[src/rtl/frac_div_pkg.sv]
package frac_div_pkg;
  localparam int unsigned DEF_CNT_W = 12;

  // modulus N = 2^w - m + l
  function automatic int unsigned modulus_of(int unsigned l, int unsigned m, int unsigned w);
    return (32'd1 << w) - m + l;
  endfunction
endpackage

[src/rtl/frac_div_cfg.sv]
module frac_div_cfg #(
  parameter int unsigned CNT_W = frac_div_pkg::DEF_CNT_W
) (
  input  logic             clk,
  input  logic             rst,
  input  logic             load,
  input  logic [CNT_W-1:0] l_in,
  input  logic [CNT_W-1:0] m_in,
  output logic [CNT_W-1:0] l_q,
  output logic [CNT_W:0]   n_q
);
  localparam int unsigned MOD_W = CNT_W + 1;

  logic [MOD_W-1:0] n_d;
  assign n_d = MOD_W'(frac_div_pkg::modulus_of(32'(l_in), 32'(m_in), CNT_W));

  always_ff @(posedge clk) begin
    if (rst) begin
      l_q <= '0;
      n_q <= {1'b1, {CNT_W{1'b0}}};
    end else if (load) begin
      l_q <= l_in;
      n_q <= n_d;
    end
  end


  cfg_hold_chk: assert property (@(posedge clk) disable iff (rst)
    !load |=> ($stable(l_q) && $stable(n_q)));


  incr_below_mod_chk: assert property (@(posedge clk) disable iff (rst)
    l_q < n_q);
endmodule

[src/rtl/frac_div_accum.sv]
module frac_div_accum #(
  parameter int unsigned CNT_W = frac_div_pkg::DEF_CNT_W
) (
  input  logic             clk,
  input  logic             rst,
  input  logic             clr,
  input  logic [CNT_W-1:0] l_q,
  input  logic [CNT_W:0]   n_q,
  output logic [CNT_W:0]   acc_q,
  output logic             wrap
);
  localparam int unsigned MOD_W = CNT_W + 1;
  localparam int unsigned SUM_W = CNT_W + 2;

  function automatic logic [SUM_W-1:0] sum_of(logic [MOD_W-1:0] acc, logic [CNT_W-1:0] inc);
    return {1'b0, acc} + {2'b00, inc};
  endfunction

  logic [SUM_W-1:0] sum;
  logic [MOD_W-1:0] acc_nxt;

  assign sum     = sum_of(acc_q, l_q);
  assign wrap    = (sum >= {1'b0, n_q});
  assign acc_nxt = wrap ? MOD_W'(sum - {1'b0, n_q}) : sum[MOD_W-1:0];

  always_ff @(posedge clk) begin
    if (rst || clr) acc_q <= '0;
    else            acc_q <= acc_nxt;
  end


  acc_in_range_chk: assert property (@(posedge clk) disable iff (rst)
    acc_q < n_q);


  clr_phase_chk: assert property (@(posedge clk) disable iff (rst)
    clr |=> (acc_q == '0));


  idle_no_wrap_chk: assert property (@(posedge clk) disable iff (rst)
    (l_q == '0) |-> !wrap);
endmodule

[src/rtl/frac_div_out.sv]
module frac_div_out (
  input  logic clk,
  input  logic rst,
  input  logic clr,
  input  logic wrap,
  output logic tick,
  output logic div_clk
);
  always_ff @(posedge clk) begin
    if (rst || clr) begin
      tick    <= 1'b0;
      div_clk <= 1'b0;
    end else begin
      tick    <= wrap;
      div_clk <= div_clk ^ wrap;
    end
  end


  tick_follows_wrap_chk: assert property (@(posedge clk) disable iff (rst)
    (wrap && !clr) |=> tick);


  div_clk_toggle_chk: assert property (@(posedge clk) disable iff (rst)
    !clr |=> (tick == (div_clk != $past(div_clk))));


  clr_out_chk: assert property (@(posedge clk) disable iff (rst)
    clr |=> (!tick && !div_clk));
endmodule

[src/rtl/frac_clk_div.sv]
module frac_clk_div #(
  parameter int unsigned CNT_W = frac_div_pkg::DEF_CNT_W
) (
  input  logic             clk,
  input  logic             rst,
  input  logic [CNT_W-1:0] l_cnt,
  input  logic [CNT_W-1:0] m_cnt,
  input  logic             load,
  output logic             tick,
  output logic             div_clk
);
  logic [CNT_W-1:0] l_q;
  logic [CNT_W:0]   n_q;
  logic [CNT_W:0]   acc_q;
  logic             wrap_evt;

  frac_div_cfg #(.CNT_W(CNT_W)) u_cfg (
    .clk(clk), .rst(rst), .load(load),
    .l_in(l_cnt), .m_in(m_cnt), .l_q(l_q), .n_q(n_q)
  );

  frac_div_accum #(.CNT_W(CNT_W)) u_acc (
    .clk(clk), .rst(rst), .clr(load),
    .l_q(l_q), .n_q(n_q), .acc_q(acc_q), .wrap(wrap_evt)
  );

  frac_div_out u_out (
    .clk(clk), .rst(rst), .clr(load),
    .wrap(wrap_evt), .tick(tick), .div_clk(div_clk)
  );


  reset_quiet_chk: assert property (@(posedge clk)
    rst |=> (!tick && !div_clk));
endmodule

[config.mk]
export PLATFORM = sky130hd
export DESIGN_NAME = frac_clk_div
export DESIGN_NICKNAME = d
export VERILOG_FILES = /design/src/rtl/frac_div_pkg.sv /design/src/rtl/frac_div_cfg.sv /design/src/rtl/frac_div_accum.sv /design/src/rtl/frac_div_out.sv /design/src/rtl/frac_clk_div.sv
export SDC_FILE = /design/constraint.sdc
export NUM_CORES = 1
export LEC_CHECK = 0
export BUFFER_PORTS_ARGS = -buffer_cell sky130_fd_sc_hd__buf_2
export CAP_MARGIN = 20
export CORE_AREA = 2 2 79 81
export CTS_BUF_LIST = sky130_fd_sc_hd__clkbuf_4 sky130_fd_sc_hd__clkbuf_8 sky130_fd_sc_hd__clkbuf_16
export CTS_CLUSTER_SIZE = 8
export DETAILED_ROUTE_END_ITERATION = 16
export DIE_AREA = 0 0 81 83
export PLACE_DENSITY_LB_ADDON = 0.12
export SLEW_MARGIN = 20
export SYNTH_ARGS = -nofsm -noshare
export SYNTH_HDL_FRONTEND = slang
export SYNTH_SLANG_ARGS = --single-unit
[constraint.sdc]
create_clock -name clk -period 4.2 [get_ports clk]
set_clock_uncertainty 0.1 [all_clocks]
set_input_delay 0.21 -clock clk [delete_from_list [all_inputs] [get_ports clk]]
set_output_delay 0.21 -clock clk [all_outputs]
set_load 0.02 [all_outputs]
# Word-level counts from Yosys, hierarchy flattened
# Cells that the tools add are included.
# Widths: inputs -> output; s select.
# op_classes
n_reduce_logical	1
bitwise_logic	1
multipliers	0
n_lt_le_gt_ge	1
n_div	0
n_addsub	4
shifts	0
eq_ne	0
n_mux	1
# op_table
cell	count
$add 13x12->14	1
$ge 14x13->1	1
$add 13x12->13	1
$mux 13	1
$sub 13x12->13 const A	1
$sub 13x13->13	1
$logic_or 1x1->1	1
$xor 1x1->1	1
# totals
in_bits	27
latchBits	0
memories	0
ram_bits	0
out_inout_bits	2
rom_bits	0
regBits	40

# Logic depth before layout (Yosys ltp)
# Gate-level depths: netlist of the first run.
# depth
word_depth	3
ltp_mapped	16
depth_no_buf	15

# Modules after synthesis
# From an unflattened synthesis of the first run, not the netlist that was laid out.
# hier_totals
cells_unflattened	422
hier_area_um2	3542.1
# by_module_without_submodules
mod	instances	cells_each	area_each_um2	seq_area_each_um2
frac_div_accum	1	246	1989.4	260.2
frac_div_cfg	1	171	1486.4	500.5
frac_div_out	1	5	66.3	40.0

# Worst setup path before layout of the first run
# OpenSTA, ideal clock, no wires.
# synth_timing
path_type	flip-flop to flip-flop
start	register u_cfg.l_q[0]
end	register u_acc.acc_q[11]
path_stages_with_launch	17
arrival_ns	3.250
t_required_ns	4.028
slack_ns	0.778
path_cell_list	dfxtp_1 > ha_1 > inv_1 > fa_1 > nor2b_1 > o31a_1 > o21a_1 > or3_1 > and2_1 > ha_1 > o21ai_0 > o211ai_1 > o21ai_2 > a221oi_2 > a21oi_4 > buf_8 > mux2i_1
# synth_via
elab_chain_len	3
word_cells_on_any_way	4
# synth_lines
item	line_no	text
from (decl)	frac_div_cfg.sv:9	output logic [CNT_W-1:0] l_q,
from (signal assigned)	frac_div_cfg.sv:22	l_q <= l_in;
$add 13x12->14 (*)	frac_div_accum.sv:16	return {1'b0, acc} + {2'b00, inc};
$sub 13x13->13 / $ge 14x13->1 (equally long branches)	frac_div_accum.sv:24, frac_div_accum.sv:23	
$mux 13 (*)	frac_div_accum.sv:24	assign acc_nxt = wrap ? MOD_W'(sum - {1'b0, n_q}) : sum[MOD_W-1:0];
to (signal assigned)	frac_div_accum.sv:28	else acc_q <= acc_nxt;
to (decl)	frac_div_accum.sv:9	output logic [CNT_W:0] acc_q,
# Every way passes the cells marked *; elsewhere a longest branch is shown, timed or not.
# A chain may end at the register's enable or synchronous reset.

# Worst setup path in the final report of the first run
# layout_timing
start	register u_cfg.l_q[0]
end	register u_acc.acc_q[5]
# Same word-level chain as after synthesis.

==> impl_results.md, run 1 <==
- Outcome: complete, no violations
- Post-synthesis compound-gate area fraction: roughly 26%
- Post-Syn Nets: approximately 480
- Core area: approximately 0.0058 mm^2
- Hold EP: u_cfg.l_q[5]
- Crit path from: u_cfg.l_q[0]
- Worst Setup Start Kind: flip-flop
- Post-Syn Area per Cell: between 8 and 9 um^2
- Crit path DAT: around 3.9 ns
- Post-synthesis cell type count: 63
- RSZ-0062 raised after global routing: false
- Overflow after GRT: 0
- Crit Path Max Fanout: 11
- Worst IR Drop VDD: approximately 260 uV
- Post-CTS Setup Bufs: 0
- CP most frequent cell: ha_1
- Post_cts resized: 0
- Cell Rows: 28
- End of the worst register-to-register path: u_acc.acc_q[5]
- CP max stage cell: ha_1
- Fill cells: 540
- Simple-gate share of the synthesized area: a little under a fifth
- GRT Total Usage: about a quarter
- CTS tree: done
- Final #Nets: 505
- Placed cell count: around 510
- Die W: 81 um
- Pre-CTS WS: between 0.4 and 0.5 ns
- Post-route ant nets: 0
- R2R setup slack: roughly 0.43 ns
- ANT cells: 0
- XOR/XNOR Fraction of Synth Area: slightly above 3%
- Top delay family on crit path: compound AO/OA/AOI/OAI gates
- Util after Layout: approximately 64%
- F_max: about 270 MHz
- Max Cap Viol: 0
- Worst-skew pair later-pin latency: 0.30 ns
- Synthesized area: ~0.0034 mm^2
- Max-slew violations: 0
- Final WL: between 7 and 8 mm
- Clk slew on worst S/H paths: roughly 0.080 ns
- Worst hold slack: roughly 0.075 ns
- Met3 usage: 3.80%
- Critical Path RT: between 4 and 5 ns
- Synth-to-Final Area Change: 9.29%
- Post-Synth Adder-Cell Area: between 15 and 20%
- H-tree depth: 2
- Initial core utilization: between 50% and 60%
- Final std cells w/o fill: 514
- Global-route wire length before repair: around 13 mm
- Routed len/inst: roughly 15 um
- Drt first pass iters: 4
- Gate count after technology mapping: around 420
- IO Port Bufs: 28
- Ys flop type: dfxtp_1
- Pwr dens: just over 400 mW/mm^2
- Max clock buf depth: 2
- Busiest grt layer: met2
- Hold path cells: 3
- Initial antenna violation count: 0
- IO Pins: 29
- Via count: around 3000
- Area occupied by multi-input gates: between 0.002 and 0.0025 mm^2
- Synth async-reset ratio: 0%
- Crit path kind: flip-flop to flip-flop
- Iteration-0 DRC Markers: around 130
- Die area: ~0.0067 mm^2
- Worst path buffer plus inverter count: 2
- Min-delay src: l_cnt[5]
- Max-slew headroom: between 50% and 60%
- Drc violations: 0
- Root buffer cell: clkbuf_8
- Number of global-route vias before repair: approximately 2900
- Crit path time final: roughly 3.8 ns
- Worst-margin pin slew: slightly above 0.6 ns
- Combinational family with the most area after synthesis: compound AO/OA/AOI/OAI gates
- Yosys warnings: 0
- Largest stage delay, worst path: between 0.3 and 0.4 ns
- Leakage: roughly 1.7 nW
- Placed wire-length estimate: 6.01 mm
- Routing usage on met2: around two fifths
- FF+latch area: between 800 and 900 um^2
- # hold bufs at CTS: 0
- Clk sinks: 40
- Die Height: a little over 80 um
- Setup WS post-layout: approximately 0.43 ns
- Path depth of the worst reg2reg path: 16
- Fraction of layout instances using a drive strength above 1: roughly 11%
- Post-synthesis sequential area ratio: 23.6%
- TNS Setup: 0 ns
- Mux contribution to synthesized area: roughly 7.7%
- Final Hold Vio Count: 0
- GR Util met1: between 20 and 30%
- Cell Chain, Critical Path: ha_1 -> inv_1 -> fa_1 -> nor2b_1 -> o31a_1 -> o21a_1 -> or3_1 -> and2_1 -> ha_1 -> o21ai_0 -> o211ai_1 -> o21ai_2 -> a221oi_2 -> a21oi_4 -> buf_12 -> mux2i_1
- Gpl congestion: 0.870
- CTS buffer count: 5
- EDFF count, synth: 0
- DR vias/cell: 5.92
- Final Cycle Share: about 90%
- Hold crit path type: input port to flip-flop
- Synthesized flop and latch total: 40
- Largest net degree at the start of global routing: 32
- Critical path capture point type: flip-flop
- Final setup fails: 0
- R2r startpoint: u_cfg.l_q[0]
-- synthesized netlist by cell type, drive strengths merged, types with 4 or more instances --
cell type | n | area share, %
dfxtp | 40 | 24
inv | 39 | 4.3
ha | 37 | 14
nand2 | 37 | 4.2
nor2 | 35 | 3.9
mux2i | 26 | 7.7
a21oi | 24 | 4.0
o21ai | 22 | 3.4
o21a | 13 | 2.9
a211oi | 10 | 2.5
clkbuf | 10 | 1.1
nand3 | 9 | 1.3
xnor2 | 9 | 2.3
nor3 | 7 | 1.0
o31a | 7 | 1.8
a21o | 6 | 1.3
nand3b | 6 | 1.3
nor2b | 6 | 1.1
a221oi | 5 | 1.5
and3 | 5 | 0.92
o211ai | 5 | 1.1
buf | 4 | 0.85
o2111ai | 4 | 1.0
or3 | 4 | 0.74
-- worst max path at each step --
stage                      endpoint  slack (ns)  cells past startpoint
detailed placement   u_acc.acc_q[5]        0.50                     16
finish               u_acc.acc_q[5]        0.43                     16
CTS                  u_acc.acc_q[5]        0.46                     16
floorplan           u_acc.acc_q[11]        0.78                     16
global placement     u_acc.acc_q[0]        0.65                     16
global route         u_acc.acc_q[5]        0.19                     16
-- per-stage QoR --
step	cell area, um^2	total power [mW]
2_1_floorplan	3390	1.02
3_3_place_gp	3590	1.15
3_5_place_dp	3590	1.16
4_1_cts	3710	1.50
5_1_grt	3710	1.60
6_report	3710	1.49
-- kinds of logic after synthesis --
kind of cell	after synthesis
XOR/XNOR	12
multiplexers	26
AND/OR/NAND/NOR	124
flip-flops	40
AO/OA/AOI/OAI	119
buffers and inverters	54
adder cells (fa/ha/maj)	40
-- routing by layer --
metal | wire, um | up-vias | share of wire, %
met5 | 0 | - | 0
met4 | 222 | 0 | 2.9
met3 | 216 | 19 | 2.8
met2 | 3710 | 49 | 49
met1 | 3450 | 1415 | 45
li1 | - | 1561 | -
-- final cells by class --
type,count,area share (%)
clock buffer,6,2.23
clock inverter,2,1.05
inverter,40,4.05
multi-input combinational,321,64.0
sequential,40,21.6
tap,75,2.53
timing repair buffer,30,4.52
-- placed cells by master, fill, tap and decap left out, types with 5 or more instances in the layout --
cell type,netlist,routed
a211oi_1,8,8
a21o_1,6,6
a21oi_1,22,22
and3_1,5,5
buf_2,2,28
clkbuf_8,0,6
dfxtp_1,40,40
ha_1,37,37
inv_1,39,39
mux2i_1,26,26
nand2_1,36,36
nand3_1,9,9
nand3b_1,6,6
nor2_1,35,35
nor2b_1,6,6
nor3_1,7,7
o211ai_1,5,5
o21a_1,13,13
o21ai_0,19,19
o31a_1,7,7
xnor2_1,9,9
-- report_power, final --
group | total [mW] | internal, mW | leakage [nW] | switching (mW)
clock network | 0.332 | 0.194 | 0.0614 | 0.138
registers | 0.436 | 0.416 | 0.329 | 0.0195
logic | 0.726 | 0.311 | 1.34 | 0.415
total | 1.49 | 0.922 | 1.73 | 0.572
-- worst register-to-register path: stages (launching register included) --
cell and delay (ns):
dfxtp_1 0.32, ha_1 0.23, inv_1 0.08, fa_1 0.21, nor2b_1 0.08, o31a_1 0.30
o21a_1 0.19, or3_1 0.32, and2_1 0.17, ha_1 0.34, o21ai_0 0.23, o211ai_1 0.12
o21ai_2 0.22, a221oi_2 0.12, a21oi_4 0.25, buf_12 0.19, mux2i_1 0.21
-- sequential cells by signal (all words and copies together), names as in the netlist --
| signal | count |
|---|---|
| u_acc.acc_q | 13 |
| u_cfg.n_q | 13 |
| u_cfg.l_q | 12 |
| u_out.div_clk | 1 |
| u_out.tick | 1 |
(Power assumes the default switching activity.)
==> run 2: changes to the inputs <==
--- a/config.mk
+++ b/config.mk
@@ -7,11 +7,13 @@
 export LEC_CHECK = 0
 export BUFFER_PORTS_ARGS = -buffer_cell sky130_fd_sc_hd__buf_2
 export CAP_MARGIN = 20
-export CORE_AREA = 2 2 79 81
+export CELL_PAD_IN_SITES_DETAIL_PLACEMENT = 0
+export CELL_PAD_IN_SITES_GLOBAL_PLACEMENT = 1
+export CORE_AREA = 2 2 89 91
 export CTS_BUF_LIST = sky130_fd_sc_hd__clkbuf_4 sky130_fd_sc_hd__clkbuf_8 sky130_fd_sc_hd__clkbuf_16
 export CTS_CLUSTER_SIZE = 8
 export DETAILED_ROUTE_END_ITERATION = 16
-export DIE_AREA = 0 0 81 83
+export DIE_AREA = 0 0 91 93
 export PLACE_DENSITY_LB_ADDON = 0.12
 export SLEW_MARGIN = 20
 export SYNTH_ARGS = -nofsm -noshare
==> run 2 against run 1 <==
  * Clock-buffer cell count shrank 1
  * Sequential share of layout area shrank 0.16 points
  * Final cell count is 5.3% higher
  * Critical path depth stayed put
  * Largest power group unchanged
==> impl_results.md, run 2 (synthesis results as in run 1) <==
- Outcome: complete, no violations (unchanged)
- ANT cells: 0 (unchanged)
- Post-CTS Setup Bufs: 0 (unchanged)
- Final Cycle Share: 88.9% (was 89.7%)
- Synth-to-Final Area Change: 10.1% (was 9.29%)
- Final setup fails: 0 (unchanged)
- R2R setup slack: 0.47 ns (was 0.43 ns)
- Worst-skew pair later-pin latency: 0.30 ns (about the same)
- Fraction of layout instances using a drive strength above 1: 11.4% (unchanged)
- Worst path buffer plus inverter count: 2 (unchanged)
- R2r startpoint: u_cfg.l_q[0] (unchanged)
- Core area: 0.00753 mm^2 (was 0.00582 mm^2)
- Cell Chain, Critical Path: ha_1 -> inv_1 -> fa_1 -> nor2b_1 -> o31a_1 -> o21a_1 -> or3_1 -> and2_1 -> ha_1 -> nand4_2 -> a21oi_1 -> o21ai_2 -> a221oi_2 -> a21oi_4 -> buf_12 -> mux2i_1 (was ha_1 -> inv_1 -> fa_1 -> nor2b_1 -> o31a_1 -> o21a_1 -> or3_1 -> and2_1 -> ha_1 -> o21ai_0 -> o211ai_1 -> o21ai_2 -> a221oi_2 -> a21oi_4 -> buf_12 -> mux2i_1)
- Worst-margin pin slew: 0.624 ns (was 0.617 ns)
- RSZ-0062 raised after global routing: false (unchanged)
- Initial core utilization: 45.1% (was 58.3%)
- Global-route wire length before repair: 13.9 mm (was 12.7 mm)
- Crit path DAT: 3.82 ns (was 3.89 ns)
- Critical Path RT: 4.29 ns (was 4.33 ns)
- Clk slew on worst S/H paths: 0.09 ns (was 0.08 ns)
- IO Port Bufs: 28 (unchanged)
- FF+latch area: 801 um^2 (unchanged)
- Cell Rows: 32 (was 28)
- CP max stage cell: ha_1 (unchanged)
- Path depth of the worst reg2reg path: 16 (unchanged)
- Hold path cells: 3 (unchanged)
- Top delay family on crit path: compound AO/OA/AOI/OAI gates (unchanged)
- Die area: 0.00846 mm^2 (was 0.00672 mm^2)
- Worst IR Drop VDD: 144 uV (was 257 uV)
- Critical path capture point type: flip-flop (unchanged)
- Fill cells: 811 (was 540)
- Crit path kind: flip-flop to flip-flop (unchanged)
- Via count: 2997 (was 3044)
- Die W: 91 um (was 81 um)
- Pwr dens: 402 mW/mm^2 (was 403 mW/mm^2)
- Initial antenna violation count: 0 (unchanged)
- Overflow after GRT: 0 (unchanged)
- # hold bufs at CTS: 0 (unchanged)
- Worst Setup Start Kind: flip-flop (unchanged)
- Iteration-0 DRC Markers: 222 (was 127)
- IO Pins: 29 (unchanged)
- Drt first pass iters: 4 (unchanged)
- Max-slew violations: 0 (unchanged)
- Final Hold Vio Count: 0 (unchanged)
- CTS tree: done (unchanged)
- Post_cts resized: 0 (unchanged)
- Top flop regs: u_acc.acc_q x13, u_cfg.n_q x13, u_cfg.l_q x12 (unchanged)
- CTS buffer count: 5 (unchanged)
- TNS Setup: 0 ns (unchanged)
- CP most frequent cell: ha_1 (unchanged)
- Min-delay src: l_cnt[0] (was l_cnt[5])
- Crit path time final: 3.73 ns (was 3.77 ns)
- Leakage: 1.73 nW (about the same)
- DR vias/cell: 5.54 (was 5.92)
- Max Cap Viol: 0 (unchanged)
- Largest stage delay, worst path: 0.37 ns (was 0.34 ns)
- Gpl congestion: 0.825 (was 0.870)
- Highest-count cells in the layout ignoring fill and taps: 40 x dfxtp_1, 39 x inv_1, 37 x ha_1 (unchanged)
- Power consumption: 1.50 mW (was 1.49 mW)
- H-tree depth: 2 (unchanged)
- Post-route ant nets: 0 (unchanged)
- Util after Layout: 49.6% (was 63.8%)
- Die Height: 93 um (was 83 um)
- Largest net degree at the start of global routing: 32 (unchanged)
- Root buffer cell: clkbuf_8 (unchanged)
- End of the worst register-to-register path: u_acc.acc_q[2] (was u_acc.acc_q[5])
- Final #Nets: 505 (unchanged)
- Routed len/inst: 15.0 um (was 14.8 um)
- Number of global-route vias before repair: 2829 (was 2873)
- Max clock buf depth: 2 (unchanged)
- Drc violations: 0 (unchanged)
- Clk sinks: 40 (unchanged)
- Placed wire-length estimate: 6.28 mm (was 6.01 mm)
- Final WL: 8.14 mm (was 7.60 mm)
- Max-slew headroom: 58.4% (was 58.9%)
- Hold crit path type: input port to flip-flop (unchanged)
- F_max: 268 MHz (was 265 MHz)
- Hold EP: u_cfg.l_q[0] (was u_cfg.l_q[5])
- Crit Path Max Fanout: 11 (unchanged)
- Area occupied by multi-input gates: 0.00237 mm^2 (unchanged)
- GRT Total Usage: 20.2% (was 23.7%)
- Most common cell after layout, fill and taps aside: dfxtp_1 (unchanged)
## run 2: cell count changes in the layout (fill, tap and decap cells not counted), sizes merged
| cell | previous run | this run |
|---|---|---|
| clkinv | 2 | 1 |
| clkbuf | 6 | 5 |
| clkinvlp | 0 | 1 |
| inv | 39 | 40 |
## run 2: worst min-delay path: cells and delay by family
kind | cells | cell delay (ns)
mux | 1 | 0.06
buf+inv | 1 | 0.09
simple gates | 1 | 0.07
## run 2: worst max-delay path by stage
stage,cells after the start,endpoint,slack [ns],startpoint
floorplan,16,u_acc.acc_q[11],0.78,u_cfg.l_q[0]
global placement,16,u_acc.acc_q[0],0.61,u_cfg.l_q[0]
detailed placement,16,u_acc.acc_q[1],0.50,u_cfg.l_q[0]
CTS,16,u_acc.acc_q[9],0.47,u_cfg.l_q[0]
global route,16,u_acc.acc_q[7],0.17,u_cfg.l_q[0]
finish,16,u_acc.acc_q[2],0.47,u_cfg.l_q[0]
## run 2: area by class of cell
cell class	count	area share, %
flip-flops and latches	40	21.4
well taps	102	3.42
clock buffers	5	1.84
clock inverters	3	1.24
repair buffers	30	4.49
inverters	40	4.02
multi-input cells	321	63.6
## run 2: power by group
group	leakage [nW]	switching (mW)	internal (mW)	total, mW
Clock	0.0548	0.153	0.179	0.332
Combinational	1.34	0.420	0.312	0.732
Sequential	0.329	0.0226	0.416	0.439
## run 2: stage by stage
step | hold WS [ns] | instance area, um^2 | std cells | worst slack (ns)
final | 0.0570 | 3740 | 541 | 0.466
after global routing | 0.0662 | 3740 | 541 | 0.174
after CTS | 0.0557 | 3740 | 541 | 0.470
after detailed placement | 0.368 | 3620 | 533 | 0.505
after global placement | 0.352 | 3620 | 533 | 0.607
after floorplan | 0.257 | 3390 | 415 | 0.778
## run 2: routing by layer
metal / global-route usage [%] / vias to the layer above / part of all wire (%)
met1: 29.9 / 1378 / 53
met2: 30.7 / 51 / 42
met3: 1.77 / 10 / 2.4
li1: - / 1558 / -
met4: 6.94 / 0 / 2.1
met5: 0 / - / 0
==> run 3: changes to the inputs <==
--- a/config.mk
+++ b/config.mk
@@ -9,11 +9,11 @@
 export CAP_MARGIN = 20
 export CELL_PAD_IN_SITES_DETAIL_PLACEMENT = 0
 export CELL_PAD_IN_SITES_GLOBAL_PLACEMENT = 1
-export CORE_AREA = 2 2 89 91
-export CTS_BUF_LIST = sky130_fd_sc_hd__clkbuf_4 sky130_fd_sc_hd__clkbuf_8 sky130_fd_sc_hd__clkbuf_16
+export CORE_AREA = 2 2 88 90
+export CTS_BUF_LIST = sky130_fd_sc_hd__clkbuf_2 sky130_fd_sc_hd__clkbuf_4 sky130_fd_sc_hd__clkbuf_8
 export CTS_CLUSTER_SIZE = 8
 export DETAILED_ROUTE_END_ITERATION = 16
-export DIE_AREA = 0 0 91 93
+export DIE_AREA = 0 0 90 92
 export PLACE_DENSITY_LB_ADDON = 0.12
 export SLEW_MARGIN = 20
 export SYNTH_ARGS = -nofsm -noshare
==> run 3 against run 2 <==
  * Non-clock buffer count up 1
  * Critical path depth is the same
  * Worst hold slack better by 0.017 ns
  * Critical endpoint is now u_acc.acc_q[9]
  * Power shrank 4.1%
  * Flip-flop and latch count unchanged
  * Sequential power about the same
  * Wire length is 1.3% higher
  * First-iteration DRC count decreased by 43%
  * Highest routed layer unchanged
  * Cell area is 0.74% lower
  * Global-route usage grew 1.2 points
==> impl_results.md, run 3 (synthesis results as in run 1) <==
- Critical Path RT: 4.27 ns (was 4.29 ns)
- F_max: 264 MHz (was 268 MHz)
- Crit path kind: flip-flop to flip-flop (unchanged)
- H-tree depth: 2 (unchanged)
- Synth-to-Final Area Change: 9.29% (was 10.1%)
- FF+latch area: 801 um^2 (unchanged)
- Pwr dens: 389 mW/mm^2 (was 402 mW/mm^2)
- Die area: 0.00828 mm^2 (was 0.00846 mm^2)
- CTS buffer count: 5 (unchanged)
- Overflow after GRT: 0 (unchanged)
- Final Hold Vio Count: 0 (unchanged)
- Pre-CTS WS: 0.436 ns (was 0.505 ns)
- Leakage: 1.72 nW (was 1.73 nW)
- Max Cap Viol: 0 (unchanged)
- Worst IR Drop VDD: 144 uV (about the same)
- IO Port Bufs: 28 (unchanged)
- TNS Setup: 0 ns (unchanged)
- Drt first pass iters: 4 (unchanged)
- Highest-count cells in the layout ignoring fill and taps: 40 x dfxtp_1, 39 x inv_1, 37 x ha_1 (unchanged)
- Final Cycle Share: 90.0% (was 88.9%)
- Worst-margin pin slew: 0.635 ns (was 0.624 ns)
- Final setup fails: 0 (unchanged)
- Placed wire-length estimate: 6.46 mm (was 6.28 mm)
- Global-route wire length before repair: 14.5 mm (was 13.9 mm)
- Die Height: 92 um (was 93 um)
- Outcome: complete, no violations (unchanged)
- Via count: 3006 (was 2997)
- Die W: 90 um (was 91 um)
- Gpl congestion: 0.793 (was 0.825)
- Worst-skew pair later-pin latency: 0.29 ns (was 0.30 ns)
- Post-CTS Setup Bufs: 0 (unchanged)
- Post-route ant nets: 0 (unchanged)
- IO Pins: 29 (unchanged)
- DR vias/cell: 5.55 (was 5.54)
- Crit path DAT: 3.85 ns (was 3.82 ns)
- # hold bufs at CTS: 0 (unchanged)
- Worst Setup Start Kind: flip-flop (unchanged)
- GRT Total Usage: 21.4% (was 20.2%)
- Iteration-0 DRC Markers: 126 (was 222)
- Routed len/inst: 15.2 um (was 15.0 um)
- Max-slew headroom: 57.7% (was 58.4%)
- Post_cts resized: 0 (unchanged)
- Clk slew on worst S/H paths: 0.08 ns (was 0.09 ns)
- Setup WS post-layout: 0.418 ns (was 0.466 ns)
- Initial antenna violation count: 0 (unchanged)
- Most common cell after layout, fill and taps aside: dfxtp_1 (unchanged)
- Cell Rows: 32 (unchanged)
- Max clock buf depth: 2 (unchanged)
- Final #Nets: 506 (was 505)
- Core area: 0.00745 mm^2 (was 0.00753 mm^2)
- Number of global-route vias before repair: 2989 (was 2829)
- Hold crit path type: input port to flip-flop (unchanged)
- CTS tree: done (unchanged)
- Root buffer cell: clkbuf_8 (unchanged)
- RSZ-0062 raised after global routing: false (unchanged)
- Crit Path Max Fanout: 15 (was 11)
- Fraction of layout instances using a drive strength above 1: 11.6% (was 11.4%)
- Drc violations: 0 (unchanged)
- Critical path capture point type: flip-flop (unchanged)
- Crit path time final: 3.78 ns (was 3.73 ns)
- Top flop regs: u_acc.acc_q x13, u_cfg.n_q x13, u_cfg.l_q x12 (unchanged)
- Largest net degree at the start of global routing: 32 (unchanged)
- Final WL: 8.24 mm (was 8.14 mm)
- Fill cells: 784 (was 811)
- Max-slew violations: 0 (unchanged)
- Initial core utilization: 45.6% (was 45.1%)
- Area occupied by multi-input gates: 0.00237 mm^2 (unchanged)
- Clk sinks: 40 (unchanged)
- ANT cells: 0 (unchanged)
-- run 3: cell types whose count changed in the layout (fill, tap and decap cells not counted), sizes merged --
cell and delta:
buf +1, bufinv -1, clkbuf +2, clkinv +1
clkinvlp -1, inv -1
-- run 3: path summary, 6_finish.rpt --
| kind | start | to | slack (ns) | cells past startpoint |
|---|---|---|---|---|
| worst max-delay path | u_cfg.l_q[0] | u_acc.acc_q[9] | 0.42 | 16 |
| worst min-delay path | l_cnt[5] | u_cfg.l_q[5] | 0.07 | 3 |
| worst max register to register | u_cfg.l_q[0] | u_acc.acc_q[9] | 0.42 | 16 |
| worst min register to register | u_cfg.n_q[6] | u_cfg.n_q[6] | 0.37 | 2 |
-- run 3: where the power goes --
part | switching, mW | total (mW) | internal [mW]
logic | 0.424 | 0.736 | 0.312
registers | 0.0207 | 0.437 | 0.416
clock network | 0.136 | 0.268 | 0.132
total | 0.581 | 1.44 | 0.860
-- run 3: worst max-delay path, cell delays in order (launching register included) --
cell      delay, ns
dfxtp_1        0.32
ha_1           0.23
inv_1          0.08
fa_1           0.20
nor2b_1        0.07
o31a_1         0.31
o21a_1         0.20
or3_1          0.32
and2_1         0.17
ha_1           0.36
nand4_2        0.14
a21oi_1        0.26
o21ai_2        0.14
a221oi_2       0.34
a21oi_4        0.04
buf_4          0.22
mux2i_1        0.15
-- run 3: area by class of cell --
cell class	instances	area share [%]
clock inverter	1	0.236
tap	102	3.44
multi-input combinational	321	64.0
clock buffer	7	2.26
inverter	40	4.05
timing repair buffer	31	4.39
sequential	40	21.6
-- run 3: through the flow --
stage | total power, mW | instances | hold slack [ns] | util [%] | area, um^2
2_1_floorplan | 1.02 | 415 | 0.257 | - | 3390
3_3_place_gp | 1.17 | 534 | 0.356 | 48.6 | 3620
3_5_place_dp | 1.17 | 534 | 0.358 | 48.6 | 3620
4_1_cts | 1.45 | 542 | 0.0731 | 49.8 | 3710
5_1_grt | 1.56 | 542 | 0.104 | 49.8 | 3710
6_report | 1.44 | 542 | 0.0737 | 49.8 | 3710
-- run 3: metal layers --
| metal | wire length (um) | GRT usage [%] |
|---|---|---|
| met1 | 3840 | 27.6 |
| met2 | 3990 | 37.3 |
| met3 | 220 | 2.63 |
| met4 | 195 | 6.79 |
| met5 | 0 | 0 |
